$ cat src/rtl/dsk_pkg.sv
package dsk_pkg;

   typedef enum logic [2:0] {
      ST_IDLE,
      ST_MEAS,
      ST_EVAL,
      ST_LOCK,
      ST_FAIL
   } dsk_state_e;

   localparam logic [31:0] DEF_MARKER = 32'hBC5A_3C7E;

endpackage

$ cat src/rtl/dsk_arrival_meas.sv
// Per-lane marker arrival recorder: first marker (valid high) after the
// command latches the running count.
module dsk_arrival_meas #(
   parameter int              LANES  = 4,
   parameter int              DATA_W = 32,
   parameter int              CNT_W  = 5,
   parameter logic [DATA_W-1:0] MARKER = '0
) (
   input  logic                    clk,
   input  logic                    rst_n,
   input  logic                    clear,
   input  logic                    measuring,
   input  logic [CNT_W-1:0]        cnt,
   input  logic [LANES*DATA_W-1:0] lane_data,
   input  logic [LANES-1:0]        lane_valid,
   output logic [LANES-1:0]        found_next,
   output logic [LANES*CNT_W-1:0]  arr
);

   logic [LANES-1:0] found_q;
   logic [LANES-1:0] hit;

   for (genvar i = 0; i < LANES; i++) begin : g_lane
      logic             f_q;
      logic [CNT_W-1:0] a_q;

      assign hit[i] = lane_valid[i] && (lane_data[i*DATA_W +: DATA_W] == MARKER);

      always_ff @(posedge clk or negedge rst_n) begin
         if (!rst_n) begin
            f_q <= 1'b0;
            a_q <= '0;
         end else if (clear) begin
            f_q <= 1'b0;
            a_q <= '0;
         end else if (measuring && hit[i] && !f_q) begin
            f_q <= 1'b1;
            a_q <= cnt;
         end
      end

      assign found_q[i]                = f_q;
      assign arr[i*CNT_W +: CNT_W]     = a_q;
   end

   assign found_next = found_q | (hit & {LANES{measuring}});

endmodule

$ cat src/rtl/dsk_delay_calc.sv
// Turns recorded arrival counts into per-lane delays referenced to the
// latest lane, and flags a spread the shift lines cannot cover.
module dsk_delay_calc #(
   parameter int LANES = 4,
   parameter int CNT_W = 5,
   parameter int DLY_W = 4,
   parameter int DEPTH = 16
) (
   input  logic [LANES*CNT_W-1:0] arr,
   output logic [LANES*DLY_W-1:0] dly,
   output logic                   skew_bad
);

   if (LANES == 1) begin : g_single
      logic unused_arr;
      assign unused_arr = ^arr;
      assign dly        = '0;
      assign skew_bad   = 1'b0;
   end else begin : g_multi
      logic [CNT_W-1:0] mx;
      logic [CNT_W-1:0] mn;

      always_comb begin
         mx = arr[0 +: CNT_W];
         mn = arr[0 +: CNT_W];
         for (int i = 1; i < LANES; i++) begin
            if (arr[i*CNT_W +: CNT_W] > mx) mx = arr[i*CNT_W +: CNT_W];
            if (arr[i*CNT_W +: CNT_W] < mn) mn = arr[i*CNT_W +: CNT_W];
         end
         skew_bad = (mx - mn) > CNT_W'(DEPTH - 1);
         for (int i = 0; i < LANES; i++) begin
            dly[i*DLY_W +: DLY_W] = DLY_W'(mx - arr[i*CNT_W +: CNT_W]);
         end
      end
   end

endmodule

$ cat src/rtl/dsk_shift_line.sv
// Selectable-delay line: delay 0 is a direct path, delay d taps the word
// received d cycles earlier.
module dsk_shift_line #(
   parameter int DATA_W = 32,
   parameter int DEPTH  = 16,
   parameter int DLY_W  = 4
) (
   input  logic              clk,
   input  logic              rst_n,
   input  logic [DATA_W-1:0] in_data,
   input  logic              in_valid,
   input  logic [DLY_W-1:0]  dly,
   output logic [DATA_W-1:0] out_data,
   output logic              out_valid
);

   localparam int ENT_W = DATA_W + 1;
   localparam int TAPS  = DEPTH - 1;

   logic [ENT_W-1:0] tap_q [TAPS];
   logic [ENT_W-1:0] sel;
   logic [DLY_W-1:0] idx;

   always_ff @(posedge clk or negedge rst_n) begin
      if (!rst_n) begin
         for (int k = 0; k < TAPS; k++) tap_q[k] <= '0;
      end else begin
         tap_q[0] <= {in_valid, in_data};
         for (int k = 1; k < TAPS; k++) tap_q[k] <= tap_q[k-1];
      end
   end

   always_comb begin
      idx = dly - 1'b1;
      if (dly == '0) sel = {in_valid, in_data};
      else           sel = tap_q[idx];
   end

   assign {out_valid, out_data} = sel;

endmodule

$ cat src/rtl/dsk_aligner.sv
module dsk_aligner
   import dsk_pkg::*;
#(
   parameter int                LANES   = 4,
   parameter int                DATA_W  = 32,
   parameter int                DEPTH   = 16,
   parameter int                TIMEOUT = 32,
   parameter logic [DATA_W-1:0] MARKER  = DATA_W'(DEF_MARKER)
) (
   input  logic                    clk,
   input  logic                    rst_n,
   input  logic                    align_cmd,
   input  logic [LANES*DATA_W-1:0] lane_data,
   input  logic [LANES-1:0]        lane_valid,
   output logic [LANES*DATA_W-1:0] out_data,
   output logic [LANES-1:0]        out_valid,
   output logic                    aligned,
   output logic                    align_err
);

   localparam int CNT_W = $clog2(TIMEOUT);
   localparam int DLY_W = $clog2(DEPTH);

   if (DEPTH < 2 || (DEPTH & (DEPTH - 1)) != 0) begin : g_bad_depth
      $error("DEPTH must be a power of two of at least 2");
   end
   if (TIMEOUT < DEPTH) begin : g_bad_timeout
      $error("TIMEOUT must not be smaller than DEPTH");
   end
   if (LANES < 1) begin : g_bad_lanes
      $error("LANES must be at least 1");
   end

   dsk_state_e              state_q;
   logic [CNT_W-1:0]        cnt_q;
   logic [LANES*DLY_W-1:0]  dly_q;
   logic [LANES*DLY_W-1:0]  dly_calc;
   logic                    aligned_q;
   logic                    err_q;
   logic                    skew_bad;
   logic                    measuring;
   logic [LANES-1:0]        found_next;
   logic [LANES*CNT_W-1:0]  arr;

   assign measuring = (state_q == ST_MEAS) && !align_cmd;

   dsk_arrival_meas #(
      .LANES (LANES),
      .DATA_W(DATA_W),
      .CNT_W (CNT_W),
      .MARKER(MARKER)
   ) u_meas (
      .clk       (clk),
      .rst_n     (rst_n),
      .clear     (align_cmd),
      .measuring (measuring),
      .cnt       (cnt_q),
      .lane_data (lane_data),
      .lane_valid(lane_valid),
      .found_next(found_next),
      .arr       (arr)
   );

   dsk_delay_calc #(
      .LANES(LANES),
      .CNT_W(CNT_W),
      .DLY_W(DLY_W),
      .DEPTH(DEPTH)
   ) u_calc (
      .arr     (arr),
      .dly     (dly_calc),
      .skew_bad(skew_bad)
   );

   for (genvar i = 0; i < LANES; i++) begin : g_line
      dsk_shift_line #(
         .DATA_W(DATA_W),
         .DEPTH (DEPTH),
         .DLY_W (DLY_W)
      ) u_line (
         .clk      (clk),
         .rst_n    (rst_n),
         .in_data  (lane_data[i*DATA_W +: DATA_W]),
         .in_valid (lane_valid[i]),
         .dly      (dly_q[i*DLY_W +: DLY_W]),
         .out_data (out_data[i*DATA_W +: DATA_W]),
         .out_valid(out_valid[i])
      );
   end

   always_ff @(posedge clk or negedge rst_n) begin
      if (!rst_n) begin
         state_q   <= ST_IDLE;
         cnt_q     <= '0;
         dly_q     <= '0;
         aligned_q <= 1'b0;
         err_q     <= 1'b0;
      end else if (align_cmd) begin
         state_q   <= ST_MEAS;
         cnt_q     <= '0;
         dly_q     <= '0;
         aligned_q <= 1'b0;
         err_q     <= 1'b0;
      end else begin
         unique case (state_q)
            ST_MEAS: begin
               cnt_q <= cnt_q + 1'b1;
               if (&found_next) begin
                  state_q <= ST_EVAL;
               end else if (cnt_q == CNT_W'(TIMEOUT - 1)) begin
                  state_q <= ST_FAIL;
                  err_q   <= 1'b1;
               end
            end
            ST_EVAL: begin
               if (skew_bad) begin
                  state_q <= ST_FAIL;
                  err_q   <= 1'b1;
               end else begin
                  state_q   <= ST_LOCK;
                  dly_q     <= dly_calc;
                  aligned_q <= 1'b1;
               end
            end
            default: ;
         endcase
      end
   end

   assign aligned   = aligned_q;
   assign align_err = err_q;

endmodule

$ cat config.mk
export PLATFORM = sky130hd
export DESIGN_NAME = dsk_aligner
export DESIGN_NICKNAME = d
export VERILOG_FILES = /design/src/rtl/dsk_pkg.sv /design/src/rtl/dsk_arrival_meas.sv /design/src/rtl/dsk_delay_calc.sv /design/src/rtl/dsk_shift_line.sv /design/src/rtl/dsk_aligner.sv
export SDC_FILE = /design/constraint.sdc
export NUM_CORES = 2
export LEC_CHECK = 0
export BUFFER_PORTS_ARGS = -buffer_cell sky130_fd_sc_hd__buf_2
export CAP_MARGIN = 20
export CORE_UTILIZATION = 55
export DETAILED_ROUTE_END_ITERATION = 8
export PLACE_DENSITY_LB_ADDON = 0.2
export SYNTH_ARGS = -nofsm -noshare
export SYNTH_HDL_FRONTEND = slang
export SYNTH_HIERARCHICAL = 1
export SYNTH_SLANG_ARGS = --single-unit
$ cat constraint.sdc
create_clock -name clk -period 12.8 [get_ports clk]
set_input_delay 1.92 -clock clk [delete_from_list [all_inputs] [get_ports clk]]
set_output_delay 1.92 -clock clk [all_outputs]
set_load 0.01 [all_outputs]
==> impl_metrics.env <==
export IMPL_status="completed"
export IMPL_grt_pass1_wl_um=235500
export IMPL_fp_coreArea_mm2=0.1280
export IMPL_vias_per_cell=5.790
export IMPL_slew_headroom_pct=25.95
export IMPL_post_place_ws_ns=5.309
export IMPL_worstPathArrival_ns=5.68
export IMPL_p_total_mw=13.14
export IMPL_hold_class="reg -> reg"
export IMPL_antenna_found_initial=11
export IMPL_cts_tree="yes"
export IMPL_setup_ws_ns=5.202
export IMPL_synth_edf_count=0
export IMPL_critPathCaptureType="output port"
export IMPL_syn_area_mm2=0.07130
export IMPL_die_area_mm2=0.1311
export IMPL_dr_pass1_iters=5
export IMPL_gp_congestion=0.7965
export IMPL_hold_viol_final=0
export IMPL_min_delay_start="g_line[3].u_line/tap_q[70]$_DFF_PN0_"
export IMPL_port_buffers=268
export IMPL_worst_pin_slew_ns=1.106
export IMPL_fin_cells=6333
export IMPL_cts_sinks=2030
export IMPL_grt_setup_unrepaired="no"
export IMPL_drt_first_iter_violations=2426
export IMPL_clk_pin_slew_ns=0.07
export IMPL_place_hpwl_um=83340
export IMPL_start_util_pct=55.70
export IMPL_htreeDepth=4
export IMPL_postRouteAntennaNets=0
export IMPL_gr_total_overflow=0
export IMPL_multiInputGateArea_mm2=0.01938
export IMPL_synth_ff_type="dfrtp_1"
export IMPL_slew_viol_final=0
export IMPL_fillerInstances=8992
export IMPL_rrSetupSlack_ns=5.22
export IMPL_reg2reg_from="u_meas/g_lane[0].a_q[1]$_DFFE_PN0P_"
export IMPL_yosysWarningCount=6
export IMPL_rr_worst_depth=27
export IMPL_cts_buffers=198
export IMPL_seq_area_mm2=0.05081
export IMPL_placedCellCount=5960
export IMPL_num_rows=131
export IMPL_syn_to_final_growth_pct=13.96
export IMPL_final_net_count=4622
export IMPL_ys_seq_elements=2030
export IMPL_synth_distinct_cells=73
export IMPL_drcViolationCount=0
export IMPL_syn_nets=4319
export IMPL_die_w_um=362.1
export IMPL_totalWireLength_um=146900
export IMPL_hold_depth=0
export IMPL_netlist_instances=4131
export IMPL_path_max_fanout=71
export IMPL_placed_area_mm2=0.07445
export IMPL_io_pins=269
export IMPL_ctsHoldBuffers=0
export IMPL_grt_start_max_net_pins=190
export IMPL_cts_setup_buffers=0
export IMPL_max_freq_ghz=0.1316
export IMPL_grt_usage_pct=23.27
export IMPL_r2r_end="dly_q[12]$_DFFE_PN0P_"
export IMPL_fin_crit_sh_pct=59.36
export IMPL_cts_resized=0
export IMPL_vias=36671
export IMPL_hold_end="g_line[3].u_line/tap_q[37]$_DFF_PN0_"
export IMPL_fin_area_mm2=0.08126
export IMPL_power_per_cell_area_mw_per_mm2=161.7
export IMPL_die_h_um=362.1
export IMPL_clock_latency_ns=0.81
export IMPL_critPathLaunchType="flip-flop"
export IMPL_grt_pass1_vias=39663
export IMPL_ys_seq_area_share_pct=71.24
export IMPL_peakVddDrop_mv=0.1264
export IMPL_avgRoutedWirePerCell_um=23.20
export IMPL_period_needed_ns=7.598
export IMPL_leakagePower_nw=34.08
export IMPL_cts_root_buffer="clkbuf_16"
export IMPL_critPathKind="reg -> out"
export IMPL_finalSetupViolCount=0
export IMPL_max_clock_path_buffers=3
export IMPL_tns_ns=0
export IMPL_fin_skew_ns=0.03101
export IMPL_synth_async_reset_ratio_pct=100.0
export IMPL_layout_drive_gt1_share_pct=30.63
export IMPL_cap_viol_max_count=0
export IMPL_synth_area_per_cell_um2=17.26
export IMPL_crit_required_ns=10.88
cells in the mapped netlist, drive strengths merged (5+ instances only):
cell / number / area (um^2)
dfrtp: 2030 / 50800
mux2: 406 / 4572
mux4: 264 / 5946
a211oi: 260 / 1952
nor2: 171 / 644.4
buf: 151 / 894.6
a22oi: 133 / 1003
nor2b: 133 / 832.1
a221oi: 132 / 1156
clkbuf: 80 / 300.3
ha: 48 / 600.6
inv: 45 / 168.9
mux2i: 33 / 337.8
a21oi: 23 / 118.9
nand2b: 20 / 127.6
nand2: 19 / 71.32
a22o: 16 / 140.1
nand4b: 11 / 115.1
o21ai: 11 / 58.80
o31ai: 10 / 150.1
xor2: 10 / 117.6
and3: 9 / 56.30
nand4bb: 9 / 101.4
nor3: 9 / 55.05
xnor2: 9 / 78.83
nand4: 8 / 56.30
or2b: 8 / 70.07
a21o: 7 / 52.55
a21boi: 6 / 63.81
nor4: 6 / 101.4
o21ba: 6 / 60.06
fa: 5 / 100.1
nor4bb: 5 / 50.05
worst max-delay path by stage:
stage | from | endpoint | slack [ns] | cells after the start
final | dly_q[0]$_DFFE_PN0P_ | out_data[8] | 5.20 | 9
after global routing | u_meas/g_lane[0].a_q[1]$_DFFE_PN0P_ | dly_q[7]$_DFFE_PN0P_ | 4.67 | 28
after floorplan | u_meas/g_lane[0].a_q[1]$_DFFE_PN0P_ | dly_q[10]$_DFFE_PN0P_ | 6.35 | 26
after global placement | u_meas/g_lane[0].a_q[1]$_DFFE_PN0P_ | dly_q[4]$_DFFE_PN0P_ | 5.57 | 27
after detailed placement | u_meas/g_lane[0].a_q[1]$_DFFE_PN0P_ | dly_q[11]$_DFFE_PN0P_ | 5.31 | 27
after CTS | dly_q[0]$_DFFE_PN0P_ | out_data[20] | 5.02 | 9
sequential cells by signal, indices dropped and copies added, names as in the netlist:
register / flops
cnt_q: 5
g_line.u_line/tap_q: 1980
u_meas/g_lane.a_q: 20
dly_q: 16
aligned: 1
state_q: 3
align_err: 1
u_meas/g_lane.f_q: 4
metrics by stage:
step / hold slack, ns / util, %
CTS: 0.3496 / 63.40
global placement: 0.3493 / 58.14
global route: 0.3630 / 63.48
floorplan: 0.3486 / -
finish: 0.3472 / 63.48
detailed placement: 0.3541 / 58.16
area by class of cell:
cell class / instances / share of cell area (%)
Sequential cell: 2030 / 62.53
Clock inverter: 66 / 0.9331
Multi-Input combinational cell: 1825 / 23.85
Tap cell: 1729 / 2.662
Antenna cell: 4 / 0.01232
Timing Repair Buffer: 334 / 2.470
Clock buffer: 300 / 7.325
Inverter: 45 / 0.2079
cells in the final DEF, fill, tap and decap left out, types with 45 or more instances in the layout:
cell,instances
dfrtp_1,2026
mux2_2,405
buf_2,267
mux4_2,264
a211oi_1,260
clkbuf_16,201
nor2_1,162
nor2b_1,133
a22oi_1,132
a221oi_1,132
buf_4,56
clkbuf_8,55
inv_1,45
metal layers:
layer  global-route usage (%)  wire [um]  vias to the layer above
met2                    35.94      70220                      694
li1                         -          -                    15884
met1                    34.17      67150                    19835
met5                        0          0                        -
met3                    4.040       5658                      258
met4                    7.361       3914                        0
cell families after synthesis:
logic type / synth area share (%)
muxes: 15.22
buffers and inverters: 1.913
DFF: 71.24
and+or+nand+nor: 3.522
AOI/OAI and AO/OA: 6.838
adders and majority gates: 0.9827
xor gates and xnor gates: 0.2755
where the power goes:
part           leakage, nW  switching, mW  total [mW]  internal (mW)
clock                 3.31           2.43        5.85           3.42
sequential            23.8          0.158        6.90           6.74
combinational         7.01          0.229       0.392          0.162
total                 34.1           2.82        13.1           10.3
critical path: stages (launching register included):
cell      delay [ns]
dfrtp_4         0.84
inv_1           0.29
ha_4            0.68
buf_4           0.86
buf_4           0.81
mux4_2          0.33
nor2b_1         0.14
a211oi_1        0.07
a211oi_1        0.54
buf_2           0.24
Note: power is estimated with default switching activity, not from simulation.
